File: src/rtl/dwt_pkg.sv
package dwt_pkg;

  typedef enum logic [1:0] {
    A_EVT  = 2'd0,
    A_WPER = 2'd1,
    A_RPER = 2'd2,
    A_STAT = 2'd3
  } dwt_addr_e;

  localparam int unsigned NCNT     = 2;  // 0: wakeup, 1: periodic reset
  localparam int unsigned ACK_LSB  = 4;  // ack bit for counter g is ACK_LSB+g
  localparam int unsigned PAGE_BIT = 7;
  localparam int unsigned STAT_W   = 6;

endpackage

File: src/rtl/dwt_rst_sync.sv
module dwt_rst_sync #(
  parameter int unsigned STAGES = 2
) (
  input  logic clk,
  input  logic raw_ni,
  output logic rst_no
);

  logic [STAGES-1:0] sync_q;

  always_ff @(posedge clk or negedge raw_ni) begin
    if (!raw_ni) sync_q <= '0;
    else         sync_q <= {sync_q[STAGES-2:0], 1'b1};
  end

  assign rst_no = sync_q[STAGES-1];

endmodule

File: src/rtl/dwt_counter.sv
module dwt_counter #(
  parameter int unsigned W = 6
) (
  input  logic         clk,
  input  logic         rst_ni,
  input  logic         tick_i,
  input  logic         freeze_i,
  input  logic [W-1:0] period_i,
  output logic [W-1:0] cnt_o,
  output logic         expire_o
);

  logic [W-1:0] cnt_q, cnt_d;
  logic [W:0]   cnt_inc;
  logic         step, off;

  always_comb begin
    off      = (period_i == '0);
    step     = tick_i && !freeze_i && !off;
    cnt_inc  = {1'b0, cnt_q} + 1'b1;
    expire_o = step && (cnt_inc >= {1'b0, period_i});
    cnt_d    = cnt_q;
    if (off)           cnt_d = '0;
    else if (expire_o) cnt_d = '0;
    else if (step)     cnt_d = cnt_inc[W-1:0];
  end

  always_ff @(posedge clk or negedge rst_ni) begin
    if (!rst_ni) cnt_q <= '0;
    else         cnt_q <= cnt_d;
  end

  assign cnt_o = cnt_q;

  a_r3_wrap_zero: assert property (@(posedge clk) disable iff (!rst_ni)
    expire_o |=> (cnt_q == '0));
  a_r4_idle_zero: assert property (@(posedge clk) disable iff (!rst_ni)
    (period_i == '0) |=> (cnt_q == '0));
  a_r9_freeze_hold: assert property (@(posedge clk) disable iff (!rst_ni)
    (freeze_i && period_i != '0) |=> $stable(cnt_q));

endmodule

File: src/rtl/dwt_flag.sv
module dwt_flag (
  input  logic clk,
  input  logic rst_ni,
  input  logic set_i,
  input  logic ack_i,
  output logic flag_o
);

  logic flag_q, flag_d;

  always_comb begin
    flag_d = flag_q;
    if (ack_i) flag_d = 1'b0;
    if (set_i) flag_d = 1'b1;  // an expiry outranks a same-cycle ack
  end

  always_ff @(posedge clk or negedge rst_ni) begin
    if (!rst_ni) flag_q <= 1'b0;
    else         flag_q <= flag_d;
  end

  assign flag_o = flag_q;

  a_r8_set_wins: assert property (@(posedge clk) disable iff (!rst_ni)
    set_i |=> flag_o);
  a_r7_ack_clears: assert property (@(posedge clk) disable iff (!rst_ni)
    (ack_i && !set_i) |=> !flag_o);

endmodule

File: src/rtl/dual_wake_timer.sv
module dual_wake_timer
  import dwt_pkg::*;
#(
  parameter int unsigned CNT_W       = 6,  // at most STAT_W
  parameter int unsigned SYNC_STAGES = 2
) (
  input  logic       clk,
  input  logic       por_n,
  input  logic       stop_exit,
  input  logic       rst_n,
  input  logic       tick,
  input  logic       freeze,
  input  logic       rd_en,
  input  logic       wr_en,
  input  logic [1:0] addr,
  input  logic [7:0] wdata,
  output logic [7:0] rdata,
  output logic       irq,
  output logic       rst_req,
  output logic       stop_exit_por
);

  localparam int unsigned NRST = 3;

  // reset domains: 0 any reset, 1 cold power-on only, 2 any power-on
  logic [NRST-1:0] raw_n, sync_n;
  logic any_rn, cold_rn, por_rn;

  assign raw_n[0] = por_n & rst_n;
  assign raw_n[1] = por_n | stop_exit;
  assign raw_n[2] = por_n;

  for (genvar r = 0; r < NRST; r++) begin : g_rst
    dwt_rst_sync #(.STAGES(SYNC_STAGES)) u_sync (
      .clk    (clk),
      .raw_ni (raw_n[r]),
      .rst_no (sync_n[r])
    );
  end

  assign any_rn  = sync_n[0];
  assign cold_rn = sync_n[1];
  assign por_rn  = sync_n[2];

  // programmed state (cold domain)
  logic [CNT_W-1:0] period_q [NCNT];
  logic [CNT_W-1:0] period_d [NCNT];
  logic             page_q, page_d;

  // per-counter datapath
  logic [CNT_W-1:0] cnt [NCNT];
  logic [NCNT-1:0]  expire, flag, ack;

  for (genvar g = 0; g < NCNT; g++) begin : g_ch
    assign ack[g] = wr_en && (dwt_addr_e'(addr) == A_EVT) && wdata[ACK_LSB+g];

    dwt_counter #(.W(CNT_W)) u_cnt (
      .clk      (clk),
      .rst_ni   (any_rn),
      .tick_i   (tick),
      .freeze_i (freeze),
      .period_i (period_q[g]),
      .cnt_o    (cnt[g]),
      .expire_o (expire[g])
    );

    dwt_flag u_flag (
      .clk    (clk),
      .rst_ni (cold_rn),
      .set_i  (expire[g]),
      .ack_i  (ack[g]),
      .flag_o (flag[g])
    );
  end

  // register writes
  always_comb begin
    period_d[0] = period_q[0];
    period_d[1] = period_q[1];
    page_d      = page_q;
    if (wr_en) begin
      case (dwt_addr_e'(addr))
        A_WPER:  period_d[0] = wdata[CNT_W-1:0];
        A_RPER:  period_d[1] = wdata[CNT_W-1:0];
        A_STAT:  page_d      = wdata[PAGE_BIT];
        default: ;
      endcase
    end
  end

  always_ff @(posedge clk or negedge cold_rn) begin
    if (!cold_rn) begin
      period_q[0] <= '0;
      period_q[1] <= '0;
      page_q      <= 1'b0;
    end else begin
      period_q[0] <= period_d[0];
      period_q[1] <= period_d[1];
      page_q      <= page_d;
    end
  end

  // read path: value captured at the read strobe
  logic [STAT_W-1:0] sel_cnt, per_ext;
  logic [7:0]        rdata_q, rdata_d;

  always_comb begin
    sel_cnt = '0;
    sel_cnt[CNT_W-1:0] = page_q ? cnt[1] : cnt[0];
    per_ext = '0;
    rdata_d = rdata_q;
    if (rd_en) begin
      case (dwt_addr_e'(addr))
        A_EVT:  rdata_d = {6'b0, flag[1], flag[0]};
        A_WPER: begin per_ext[CNT_W-1:0] = period_q[0]; rdata_d = {2'b0, per_ext}; end
        A_RPER: begin per_ext[CNT_W-1:0] = period_q[1]; rdata_d = {2'b0, per_ext}; end
        A_STAT: rdata_d = {page_q, 1'b0, sel_cnt};
        default: rdata_d = '0;
      endcase
    end
  end

  always_ff @(posedge clk or negedge any_rn) begin
    if (!any_rn) rdata_q <= '0;
    else         rdata_q <= rdata_d;
  end

  assign rdata = rdata_q;

  // request outputs
  logic rst_req_q;

  always_ff @(posedge clk or negedge any_rn) begin
    if (!any_rn) rst_req_q <= 1'b0;
    else         rst_req_q <= expire[1];
  end

  assign rst_req = rst_req_q;
  assign irq     = flag[0];

  // power-on origin capture
  logic por_seen_q, warm_q;

  always_ff @(posedge clk or negedge por_rn) begin
    if (!por_rn) por_seen_q <= 1'b0;
    else         por_seen_q <= 1'b1;
  end

  always_ff @(posedge clk or negedge cold_rn) begin
    if (!cold_rn)         warm_q <= 1'b0;
    else if (!por_seen_q) warm_q <= stop_exit;
  end

  assign stop_exit_por = warm_q;

  a_r6_req_has_flag: assert property (@(posedge clk) disable iff (!any_rn)
    rst_req |-> flag[1]);
  a_r2_rdata_hold: assert property (@(posedge clk) disable iff (!any_rn)
    !rd_en |=> $stable(rdata));
  a_r1_gap_bit_zero: assert property (@(posedge clk) disable iff (!any_rn)
    (rd_en && addr == 2'd3) |=> (rdata[6] == 1'b0));

endmodule

File: config.mk
export PLATFORM = sky130hd
export DESIGN_NAME = dual_wake_timer
export DESIGN_NICKNAME = d
export VERILOG_FILES = /design/src/rtl/dwt_pkg.sv /design/src/rtl/dwt_rst_sync.sv /design/src/rtl/dwt_counter.sv /design/src/rtl/dwt_flag.sv /design/src/rtl/dual_wake_timer.sv
export SDC_FILE = /design/constraint.sdc
export NUM_CORES = 1
export LEC_CHECK = 0
export CORE_AREA = 2 2 79 81
export DETAILED_ROUTE_END_ITERATION = 8
export DIE_AREA = 0 0 81 83
export PLACE_DENSITY = 0.62
export RECOVER_POWER = 25
export SLEW_MARGIN = 5
export SYNTH_ARGS = -nofsm -noshare
export SYNTH_HDL_FRONTEND = slang
export SYNTH_SLANG_ARGS = --single-unit
File: constraint.sdc
create_clock -name clk -period 0.8 [get_ports clk]
set_input_delay 0.08 -clock clk [delete_from_list [all_inputs] [get_ports clk]]
set_output_delay 0.08 -clock clk [all_outputs]
set_load 0.02 [all_outputs]
==> metrics.log, run 1 <==
[metrics] main flop type after synthesis: sky130_fd_sc_hd__dfrtp_1
[metrics] ys async rst share: 100.0%
[metrics] area overhead of the layout relative to synthesis: 59.16%
[metrics] sw power: 3.247 mW
[metrics] cell leakage power: roughly 1.8 nW
[metrics] Cells after DPL: 379
[metrics] Avg Synthesized Cell Area: 10.67 um^2
[metrics] Layout Cells excl Fill: between 400 and 500
[metrics] global routing usage summed across all routing layers: a little under a fifth
[metrics] normalized max-slew margin: between 60% and 70%
[metrics] WL/cell: between 10 and 15 um
[metrics] fraction of final layout cells with drive strength greater than 1: a little under half
[metrics] minimum clock period: 2.189 ns
[metrics] failing checks: setup timing
[metrics] total via count after detailed routing: 2020
[metrics] number of enable flip-flop cells after synthesis: 0
[metrics] clock tree skew after final layout: 0.01081 ns
[metrics] Tightest Pin Transition: roughly 0.55 ns
[metrics] Max Clock Freq: 456.8 MHz
[metrics] clock latency on the worst-skew pair: 0.29 ns
[metrics] switching power as a share of total power: 33.78%
[metrics] Worst IR Drop VDD: 0.001135 V
[metrics] Simple-Gate Fraction of Synth Area: 12.26%
[metrics] number of iterations in the first detailed-routing pass: 4
[metrics] Synth Warn #: 0
[metrics] clock root cell: sky130_fd_sc_hd__clkbuf_8
[metrics] worst setup path category: flop to flop
[metrics] remaining design rule violation count: 0
[metrics] reg2reg end: g_ch[1].u_cnt.cnt_o[2]$_DFFE_PN0P_
[metrics] Die Y: roughly 83 um
[metrics] cell area power density: 2608 nW/um^2
[metrics] type of the worst min-delay path: flop to async pin
[metrics] CTS sink cnt: 43
[metrics] CP Data Arrival Time: 2.40 ns
[metrics] initial antenna violation count: 0
[metrics] I/O pin cnt: 29
[metrics] adder-cell share of the synthesized area: roughly 7.6%
[metrics] initial detailed-routing violation count: 118
[metrics] max-capacitance violation count: 0
[metrics] DR vias/cell: ~5.0
[metrics] Final Slew Violations: 0
[metrics] Net count, final: 359
[metrics] Finish-stage setup viols: 44
[metrics] Cell Chain, Critical Path: ha_2, and3_4, xor2_2, ha_1, a21o_1, a221oi_2, buf_4, o211ai_1, o211ai_1
[metrics] clock slew at reported path FFs: 0.08 ns
[metrics] final count of hold timing violations: 0
[metrics] mux contribution to synthesized area: around 13%
[metrics] global route total overflow: 0
[metrics] CTS tree: yes
[metrics] beginning of the worst register-to-register path: g_ch[1].u_cnt.cnt_o[0]$_DFFE_PN0P_
[metrics] DP HPWL: ~4.4 mm
[metrics] via count of the first global-routing pass: 2058
[metrics] status: finished, violations left
[metrics] synthesized-area fraction occupied by ao, oa, aoi and oai cells: 13.40%
[metrics] routability congestion estimate from global placement: 0.8364
[metrics] most frequent cell on the critical path: sky130_fd_sc_hd__o211ai_1
[metrics] share of total power in combinational logic: 50.9%
[metrics] type of destination of the critical path: flop
[metrics] row count: 28
[metrics] Final TNS setup: -24.61 ns
[metrics] effective utilization at floorplan: 39.82%
[metrics] sort of element at the start of the critical path: flop
[metrics] total routed wirelength: about 5.9 mm
[metrics] clk buf depth: 2
[metrics] internal power summed over all cells: 6.366 mW
[metrics] CTS buffer count: 5
[metrics] data required time of the worst path: 1.01 ns
[metrics] CORE AREA: between 5000 and 6000 um^2
[metrics] worst reg2reg path depth: 9
[metrics] largest fanout on the critical path: 2
[metrics] maximum number of pins on one net before global-route repair: 21
[metrics] Post-Synthesis Cell Area: roughly 2300 um^2
[metrics] highest-delay cell along the critical path: sky130_fd_sc_hd__dfrtp_1
[metrics] register bit count reported by yosys: 43
[metrics] port buffer count: 26
[metrics] diodes inserted: 0
[metrics] delay contributed by the slowest stage of the critical path: 0.39 ns
[metrics] Synth cell types: 39
[metrics] Period Utilization, post-route: 273.6%
[metrics] xor-xnor portion of the synthesized cell area: 3.025%
[metrics] Horiz. Die Dim: roughly 81 um
[metrics] combinational family with the most area after synthesis: compound AO/OA/AOI/OAI gates
[metrics] part of the total power dissipated in the clock network: 17.3%
[metrics] setup repair after global routing missed its margin: yes
[metrics] sequential share of the synthesized area: 46.46%
[metrics] area enclosed by the die boundary: 6723 um^2
[metrics] post-synthesis cell count: around 220
[metrics] H-tree levels: 2
[metrics] internal reg-to-reg setup slack: -1.39 ns
[metrics] first-pass GRT wire length: 9.991 mm
[metrics] relative contribution of sequential cells to total power: a little under a third
[metrics] worst path setup slack after routing: -1.389 ns
[metrics] residual antenna-violating net count after detailed routing: 0
[power groups by stage]
| stage | clock [mW] | combinational (mW) | sequential, mW |
|---|---|---|---|
| 2_1_floorplan | 0 | 2.11 | 3.20 |
| 3_3_place_gp | 0 | 4.17 | 3.00 |
| 3_5_place_dp | 0 | 4.25 | 3.02 |
| 4_1_cts | 1.70 | 4.65 | 3.05 |
| 5_1_grt | 1.78 | 5.34 | 3.13 |
| 6_report | 1.66 | 4.89 | 3.06 |
[per-stage QoR]
stage               utilization [%]  instance area (um^2)  hold slack, ns  worst slack, ns  power [mW]
CTS                           61.32                  3566        0.004714           -1.374       9.403
detailed placement            56.22                  3269       -0.003078           -1.379       7.275
global route                  63.38                  3686        0.008257           -1.498       10.25
finish                        63.38                  3686        0.004385           -1.389       9.614
global placement              56.22                  3269       -0.004369           -1.304       7.169
floorplan                         -                  2486         -0.2156           -1.368       5.315
[cell usage in the layout (no fill, tap or decap), types with 11 or more instances in the layout]
cell                               n
sky130_fd_sc_hd__clkdlybuf4s50_1  12
sky130_fd_sc_hd__buf_6            29
sky130_fd_sc_hd__buf_4            60
sky130_fd_sc_hd__nand2_1          17
sky130_fd_sc_hd__ha_1             11
sky130_fd_sc_hd__mux2_4           18
sky130_fd_sc_hd__inv_1            13
sky130_fd_sc_hd__a21oi_1          12
sky130_fd_sc_hd__nor2_1           12
sky130_fd_sc_hd__dfrtp_1          37
[critical path: cells and delay by family (launching register included)]
kind	cells	cell delay, ns
flops	1	0.39
fa+ha+maj	2	0.51
xor+xnor	1	0.15
compound gates	4	0.76
buf+inv	1	0.16
simple gates	1	0.15
[layout make-up]
class,count,area (um^2)
inverter,15,56.30
multi-input combinational,154,1375
clock inverter,1,30.03
fill,494,2130
clock buffer,7,76.32
timing repair buffer,108,970.9
tap,75,93.84
sequential,43,1084
[worst max path at each step]
stage                                             from                                  to  slack, ns  cells past startpoint
floorplan           g_ch[1].u_cnt.cnt_o[0]$_DFFE_PN0P_  g_ch[1].u_cnt.cnt_o[1]$_DFFE_PN0P_      -1.37                      8
CTS                 g_ch[1].u_cnt.cnt_o[0]$_DFFE_PN0P_  g_ch[1].u_cnt.cnt_o[2]$_DFFE_PN0P_      -1.37                      9
global placement    g_ch[1].u_cnt.cnt_o[1]$_DFFE_PN0P_  g_ch[1].u_cnt.cnt_o[5]$_DFFE_PN0P_      -1.30                      8
global route        g_ch[1].u_cnt.cnt_o[0]$_DFFE_PN0P_  g_ch[1].u_cnt.cnt_o[2]$_DFFE_PN0P_      -1.50                      9
finish              g_ch[1].u_cnt.cnt_o[0]$_DFFE_PN0P_  g_ch[1].u_cnt.cnt_o[2]$_DFFE_PN0P_      -1.39                      9
detailed placement  g_ch[1].u_cnt.cnt_o[0]$_DFFE_PN0P_  g_ch[1].u_cnt.cnt_o[2]$_DFFE_PN0P_      -1.38                      9
[state kept, by name, summed over array words and instances (netlist names)]
signal               cells
g_ch.u_flag.flag_o       2
period_q                12
stop_exit_por            1
g_ch.u_cnt.cnt_o        12
por_seen_q               1
page_q                   1
rdata                    7
rst_req                  1
g_rst.u_sync.sync_q      6
[repair_timing]
item / in CTS / in global routing
hold endpoints to repair: 2 / 0
hold buffers: 1 / 0
gates resized for setup: 99 / 13
endpoints found under the setup margin: 45 / 45
pin swaps: 13 / 15
buffers inserted: 7 / 13
[cell usage after synthesis, drive strengths merged (4+ instances only)]
library cell	number	area [um^2]
inv	15	56.30
nor2b	4	25.02
o2111ai	4	35.03
a21oi	14	70.07
o211ai	4	30.03
a32o	4	40.04
clkbuf	5	18.77
mux2	18	210.2
o21ai	7	35.03
nand2b	5	31.28
nor2	12	45.04
nand3	8	40.04
ha	14	175.2
dfrtp	43	1076
xnor2	4	35.03
mux2i	4	40.04
nand2	17	63.81
xor2	4	35.03
[per-layer routing]
| metal | global-route usage (%) | part of all wire (%) |
|---|---|---|
| met4 | 5.393 | 1.8 |
| met2 | 32.01 | 51 |
| met5 | 0 | 0 |
| met1 | 24.72 | 44 |
| met3 | 3.370 | 2.8 |
[kinds of logic (layout without fill, tap and decap cells)]
family,count (synthesis),count (layout)
DFF,43,43
AOI/OAI and AO/OA,45,45
other,2,5
buffers and inverters,23,131
and+or+nand+nor,58,58
xor gates and xnor gates,8,8
muxes,24,24
adders and majority gates,14,14
Power figures use the tool's default switching activity.
==> run 2: changes to the inputs <==
- CORE_AREA: 2 2 79 81 -> 3 3 80 82
- DIE_AREA: 0 0 81 83 -> 0 0 83 85
==> metrics.log, run 2 (synthesis results as in run 1) <==
[metrics] status: finished, violations left
[metrics] failing checks: setup timing
[metrics] type of the worst min-delay path: flop to async pin
[metrics] global routing usage summed across all routing layers: 18.42%
[metrics] fraction of final layout cells with drive strength greater than 1: 47.27%
[metrics] Layout Cells excl Fill: 405
[metrics] minimum clock period: 2.164 ns
[metrics] port buffer count: 26
[metrics] total via count after detailed routing: 2078
[metrics] maximum number of pins on one net before global-route repair: 21
[metrics] normalized max-slew margin: between 60 and 70%
[metrics] highest signal layer in the routed design: met4
[metrics] diodes inserted: 0
[metrics] effective utilization at floorplan: 39.82%
[metrics] max-capacitance violation count: 0
[metrics] Tightest Pin Transition: 0.5374 ns
[metrics] worst path setup slack after routing: -1.364 ns
[metrics] CTS sink cnt: 43
[metrics] CTS buffer count: 5
[metrics] row count: 28
[metrics] type of destination of the critical path: flop
[metrics] first-pass GRT wire length: approximately 10 mm
[metrics] wire length on met3: slightly above 200 um
[metrics] clock tree skew after final layout: 0.007550 ns
[metrics] multi-input gate area in the final layout: 1398 um^2
[metrics] clk buf depth: 2
[metrics] Period Utilization, post-route: 270.5%
[metrics] clock root cell: sky130_fd_sc_hd__clkbuf_8
[metrics] final count of hold timing violations: 0
[metrics] routability congestion estimate from global placement: ~0.85
[metrics] H-tree levels: 2
[metrics] sort of element at the start of the critical path: flop
[metrics] fillcell total: 461
[metrics] Max Clock Freq: 462.2 MHz
[metrics] largest fanout on the critical path: 6
[metrics] initial detailed-routing violation count: roughly 110
[metrics] most common library cell in the layout ignoring fill and taps: sky130_fd_sc_hd__buf_4
[metrics] most frequent cells in the layout: 58 x sky130_fd_sc_hd__buf_4, 38 x sky130_fd_sc_hd__dfrtp_1, 34 x sky130_fd_sc_hd__buf_6
[metrics] number of iterations in the first detailed-routing pass: 4
[metrics] CORE AREA: 5816 um^2
[metrics] via count of the first global-routing pass: 2170
[metrics] met2 wire len: roughly 3.3 mm
[metrics] worst setup path category: flop to flop
[metrics] Horiz. Die Dim: 83 um
[metrics] initial antenna violation count: 0
[metrics] data required time of the worst path: 1.03 ns
[metrics] total routed wirelength: 6.326 mm
[metrics] CTS tree: yes
[metrics] global route total overflow: 0
[metrics] residual antenna-violating net count after detailed routing: 0
[metrics] Worst IR Drop VDD: around 0.0014 V
[metrics] area overhead of the layout relative to synthesis: 61.48%
[metrics] area enclosed by the die boundary: between 7000 and 8000 um^2
[metrics] Die Y: 85 um
[metrics] clock slew at reported path FFs: 0.08 ns
[metrics] cell leakage power: 1.818 nW
[metrics] DP HPWL: 4.537 mm
[metrics] CP Data Arrival Time: 2.40 ns
[metrics] DR vias/cell: 5.131
[metrics] setup repair after global routing missed its margin: yes
[metrics] cell area power density: 2652 nW/um^2
[metrics] Finish-stage setup viols: 45
[metrics] Cells after DPL: roughly 380
[metrics] Final Slew Violations: 0
[metrics] pre-CTS setup slack: -1.380 ns
[metrics] remaining design rule violation count: 0
[metrics] Final TNS setup: -25.17 ns
[metrics] WL/cell: 15.62 um
[metrics] clock latency on the worst-skew pair: 0.30 ns
[metrics] Net count, final: 361
[metrics] I/O pin cnt: 29
[metrics] storage element area: 1082 um^2
[metrics] detailed-routing wirelength on met1: 2.757 mm
-- run 2: cell types whose count changed in the layout (fill, tap and decap cells not counted), moves of 2 or more --
cell,change
sky130_fd_sc_hd__buf_6,+5
sky130_fd_sc_hd__buf_4,-2
sky130_fd_sc_hd__o21ai_1,-3
sky130_fd_sc_hd__clkbuf_1,-2
sky130_fd_sc_hd__o21ai_2,+3
-- run 2: layout make-up --
cell class	instances	share of cell area [%]
multi-input cells	154	37.37
flip-flops and latches	43	28.94
repair buffers	110	26.53
well taps	75	2.509
clock buffers	6	2.208
inverters	15	1.506
clock inverters	2	0.9368
-- run 2: layer usage --
| layer | up-vias | GRT usage, % |
|---|---|---|
| met2 | 43 | 32.94 |
| li1 | 994 | - |
| met3 | 9 | 3.010 |
| met1 | 1032 | 22.44 |
| met4 | 0 | 6.686 |
| met5 | - | 0 |
-- run 2: through the flow --
step | instance area (um^2) | utilization, % | power [mW] | hold slack [ns]
final | 3740 | 64.31 | 9.919 | 0.008737
after global routing | 3740 | 64.31 | 10.50 | 0.01763
after CTS | 3612 | 62.11 | 9.517 | 0.01239
after detailed placement | 3239 | 55.70 | 7.219 | 0.004167
after global placement | 3239 | 55.70 | 7.124 | -0.003075
after floorplan | 2486 | - | 5.315 | -0.2156
-- run 2: path summary, 6_finish.rpt --
path / startpoint / end / slack (ns) / depth (start not counted)
max: g_ch[1].u_cnt.cnt_o[1]$_DFFE_PN0P_ / g_ch[1].u_cnt.cnt_o[3]$_DFFE_PN0P_ / -1.36 / 8
min: g_rst[2].u_sync.sync_q[1]$_DFF_PN0_ / por_seen_q$_DFF_PN0_ / 0.009 / 0
max reg2reg: g_ch[1].u_cnt.cnt_o[1]$_DFFE_PN0P_ / g_ch[1].u_cnt.cnt_o[3]$_DFFE_PN0P_ / -1.36 / 8
min reg2reg: g_rst[2].u_sync.sync_q[1]$_DFF_PN0_ / por_seen_q$_DFF_PN0_ / 0.009 / 0
max in group asynchronous: por_n / g_rst[2].u_sync.sync_q[1]$_DFF_PN0_ / 0.08 / 2
min in group clk: g_rst[2].u_sync.sync_q[0]$_DFF_PN0_ / g_rst[2].u_sync.sync_q[1]$_DFF_PN0_ / 0.35 / 0
-- run 2: report_power, final --
| part | switching (mW) | internal [mW] |
|---|---|---|
| Clock | 0.766 | 1.01 |
| Combinational | 2.19 | 2.87 |
| Sequential | 0.436 | 2.64 |
| Total | 3.39 | 6.52 |
-- run 2: repair_timing --
| action | 4_1_cts | 5_1_grt |
|---|---|---|
| setup endpoints to repair | 45 | 46 |
| endpoints found under the hold margin | 2 | 0 |
| buffers inserted | 14 | 13 |
| pin swaps | 15 | 10 |
| hold buffers | 1 | 0 |
| gates resized for setup | 100 | 21 |
-- run 2: worst max-delay path, stage by stage (launching register included) --
cell                       delay (ns)
sky130_fd_sc_hd__dfrtp_1         0.39
sky130_fd_sc_hd__ha_2            0.19
sky130_fd_sc_hd__and3_4          0.15
sky130_fd_sc_hd__xor2_2          0.15
sky130_fd_sc_hd__ha_1            0.31
sky130_fd_sc_hd__a21o_1          0.19
sky130_fd_sc_hd__a221oi_4        0.31
sky130_fd_sc_hd__o21a_2          0.25
sky130_fd_sc_hd__a32o_1          0.17
==> run 3: changes to the inputs <==
- SKIP_CTS_REPAIR_TIMING: not set -> 1
==> metrics.log, run 3 (synthesis results as in run 1) <==
[metrics] global route total overflow: 0
[metrics] multi-input gate area in the final layout: 1363 um^2
[metrics] clock slew at reported path FFs: around 0.080 ns
[metrics] initial detailed-routing violation count: 98
[metrics] DR vias/cell: about 5
[metrics] total routed wirelength: 6.075 mm
[metrics] clock latency on the worst-skew pair: 0.30 ns
[metrics] normalized max-slew margin: 63.24%
[metrics] CTS sink cnt: 43
[metrics] area enclosed by the die boundary: 7055 um^2
[metrics] number of iterations in the first detailed-routing pass: 4
[metrics] fillcell total: slightly below 500
[metrics] global routing usage summed across all routing layers: ~17%
[metrics] I/O pin cnt: 29
[metrics] port buffer count: 26
[metrics] CORE AREA: between 5000 and 6000 um^2
[metrics] Cells after DPL: 375
[metrics] row count: 28
[metrics] clk buf depth: 2
[metrics] via count of the first global-routing pass: 2030
[metrics] residual antenna-violating net count after detailed routing: 0
[metrics] minimum clock period: approximately 2.2 ns
[metrics] CTS buffer count: 5
[metrics] instance area at placement: between 3000 and 4000 um^2
[metrics] sort of element at the start of the critical path: flop
[metrics] fraction of final layout cells with drive strength greater than 1: 44.69%
[metrics] effective utilization at floorplan: roughly 40%
[metrics] Finished Cell Area: 3615 um^2
[metrics] status: finished, violations left
[metrics] Horiz. Die Dim: 83 um
[metrics] clock root cell: sky130_fd_sc_hd__clkbuf_8
[metrics] total via count after detailed routing: ~2000
[metrics] CP Data Arrival Time: roughly 2.4 ns
[metrics] H-tree levels: 2
[metrics] Worst IR Drop VDD: about 0.0014 V
[metrics] type of the worst min-delay path: flop to async pin
[metrics] type of destination of the critical path: flop
[metrics] worst path setup slack after routing: -1.391 ns
[metrics] worst setup path category: flop to flop
[metrics] largest fanout on the critical path: 6
[metrics] routability congestion estimate from global placement: approximately 0.85
[metrics] area overhead of the layout relative to synthesis: 56.08%
[metrics] first-pass GRT wire length: 9.729 mm
[metrics] DP HPWL: 4.537 mm
[metrics] Finish-stage setup viols: 45
[metrics] most common library cell in the layout ignoring fill and taps: sky130_fd_sc_hd__buf_4
[metrics] Layout Cells excl Fill: 395
[metrics] final count of hold timing violations: 0
[metrics] remaining design rule violation count: 0
[metrics] pre-CTS setup slack: -1.380 ns
[metrics] Period Utilization, post-route: 273.8%
[metrics] failing checks: setup timing
[metrics] cell area power density: 2629 nW/um^2
[metrics] max-capacitance violation count: 0
[metrics] Net count, final: 351
[metrics] maximum number of pins on one net before global-route repair: 21
[metrics] clock tree skew after final layout: 0.005048 ns
[metrics] Max Clock Freq: 456.5 MHz
[metrics] data required time of the worst path: 1.03 ns
[metrics] WL/cell: 15.38 um
[metrics] initial antenna violation count: 0
[metrics] total power of the final layout: 9.504 mW
[metrics] final standard cell utilization of the core: between 60% and 70%
[metrics] most frequent cells in the layout: 52 x sky130_fd_sc_hd__buf_4, 39 x sky130_fd_sc_hd__dfrtp_1, 30 x sky130_fd_sc_hd__buf_6
[metrics] Tightest Pin Transition: approximately 0.55 ns
[metrics] diodes inserted: 0
[metrics] Die Y: 85 um
[metrics] storage element area: 1081 um^2
[metrics] setup repair after global routing missed its margin: yes
[metrics] CTS tree: yes
[metrics] Final Slew Violations: 0
[metrics] cell leakage power: 1.779 nW
## run 3: cell types whose count changed in the layout (fill, tap and decap cells not counted), moves of 2 or more
cell                             change
sky130_fd_sc_hd__dlygate4sd2_1       -2
sky130_fd_sc_hd__buf_4               -6
sky130_fd_sc_hd__buf_6               -4
sky130_fd_sc_hd__dlymetal6s2s_1      +2
## run 3: layout make-up
class                   instances  share of cell area [%]
inverters                      15                   1.558
multi-input cells             154                   37.69
flip-flops and latches         43                   29.91
clock inverters                 2                  0.9692
clock buffers                   6                   2.285
well taps                      75                   2.596
repair buffers                100                   24.99
## run 3: final timing paths
kind	cells after the start	start	slack, ns	endpoint
min in group clk	4	addr[0]	0.29	rdata[7]$_DFFE_PN0P_
min reg2reg	0	g_rst[2].u_sync.sync_q[1]$_DFF_PN0_	0.009	por_seen_q$_DFF_PN0_
max	8	g_ch[1].u_cnt.cnt_o[1]$_DFFE_PN0P_	-1.39	g_ch[1].u_cnt.cnt_o[3]$_DFFE_PN0P_
max reg2reg	8	g_ch[1].u_cnt.cnt_o[1]$_DFFE_PN0P_	-1.39	g_ch[1].u_cnt.cnt_o[3]$_DFFE_PN0P_
min	0	g_rst[2].u_sync.sync_q[1]$_DFF_PN0_	0.009	por_seen_q$_DFF_PN0_
max in group asynchronous	2	por_n	0.09	g_rst[2].u_sync.sync_q[1]$_DFF_PN0_
## run 3: critical path, cell delays in order (launching register included)
cell,delay (ns)
sky130_fd_sc_hd__dfrtp_1,0.39
sky130_fd_sc_hd__ha_2,0.19
sky130_fd_sc_hd__and3_4,0.15
sky130_fd_sc_hd__xor2_2,0.14
sky130_fd_sc_hd__ha_1,0.31
sky130_fd_sc_hd__a21o_1,0.18
sky130_fd_sc_hd__a221oi_2,0.34
sky130_fd_sc_hd__o21a_2,0.26
sky130_fd_sc_hd__a32o_1,0.17
## run 3: power by group
| part | switching, mW | total [mW] | leakage (nW) | internal [mW] |
|---|---|---|---|---|
| clock | 0.751 | 1.76 | 0.0612 | 1.01 |
| sequential | 0.417 | 3.05 | 0.527 | 2.64 |
| combinational | 2.05 | 4.69 | 1.19 | 2.63 |
## run 3: routing by layer
layer	share of wire (%)	vias to the layer above	routed length [um]	GRT usage (%)
li1	-	969	-	-
met1	45	985	2742	21.30
met2	50	32	3051	30.47
met3	2.8	10	169	3.010
met4	1.8	0	112	6.686
met5	0	-	0	0
## run 3: stage by stage
stage          setup TNS (ns)  hold WS, ns
6_report               -25.43     0.008957
5_1_grt                -27.78      0.01763
4_1_cts                -34.39     -0.04961
3_5_place_dp           -35.95     0.004167
3_3_place_gp           -34.71    -0.003075
2_1_floorplan          -22.52      -0.2156
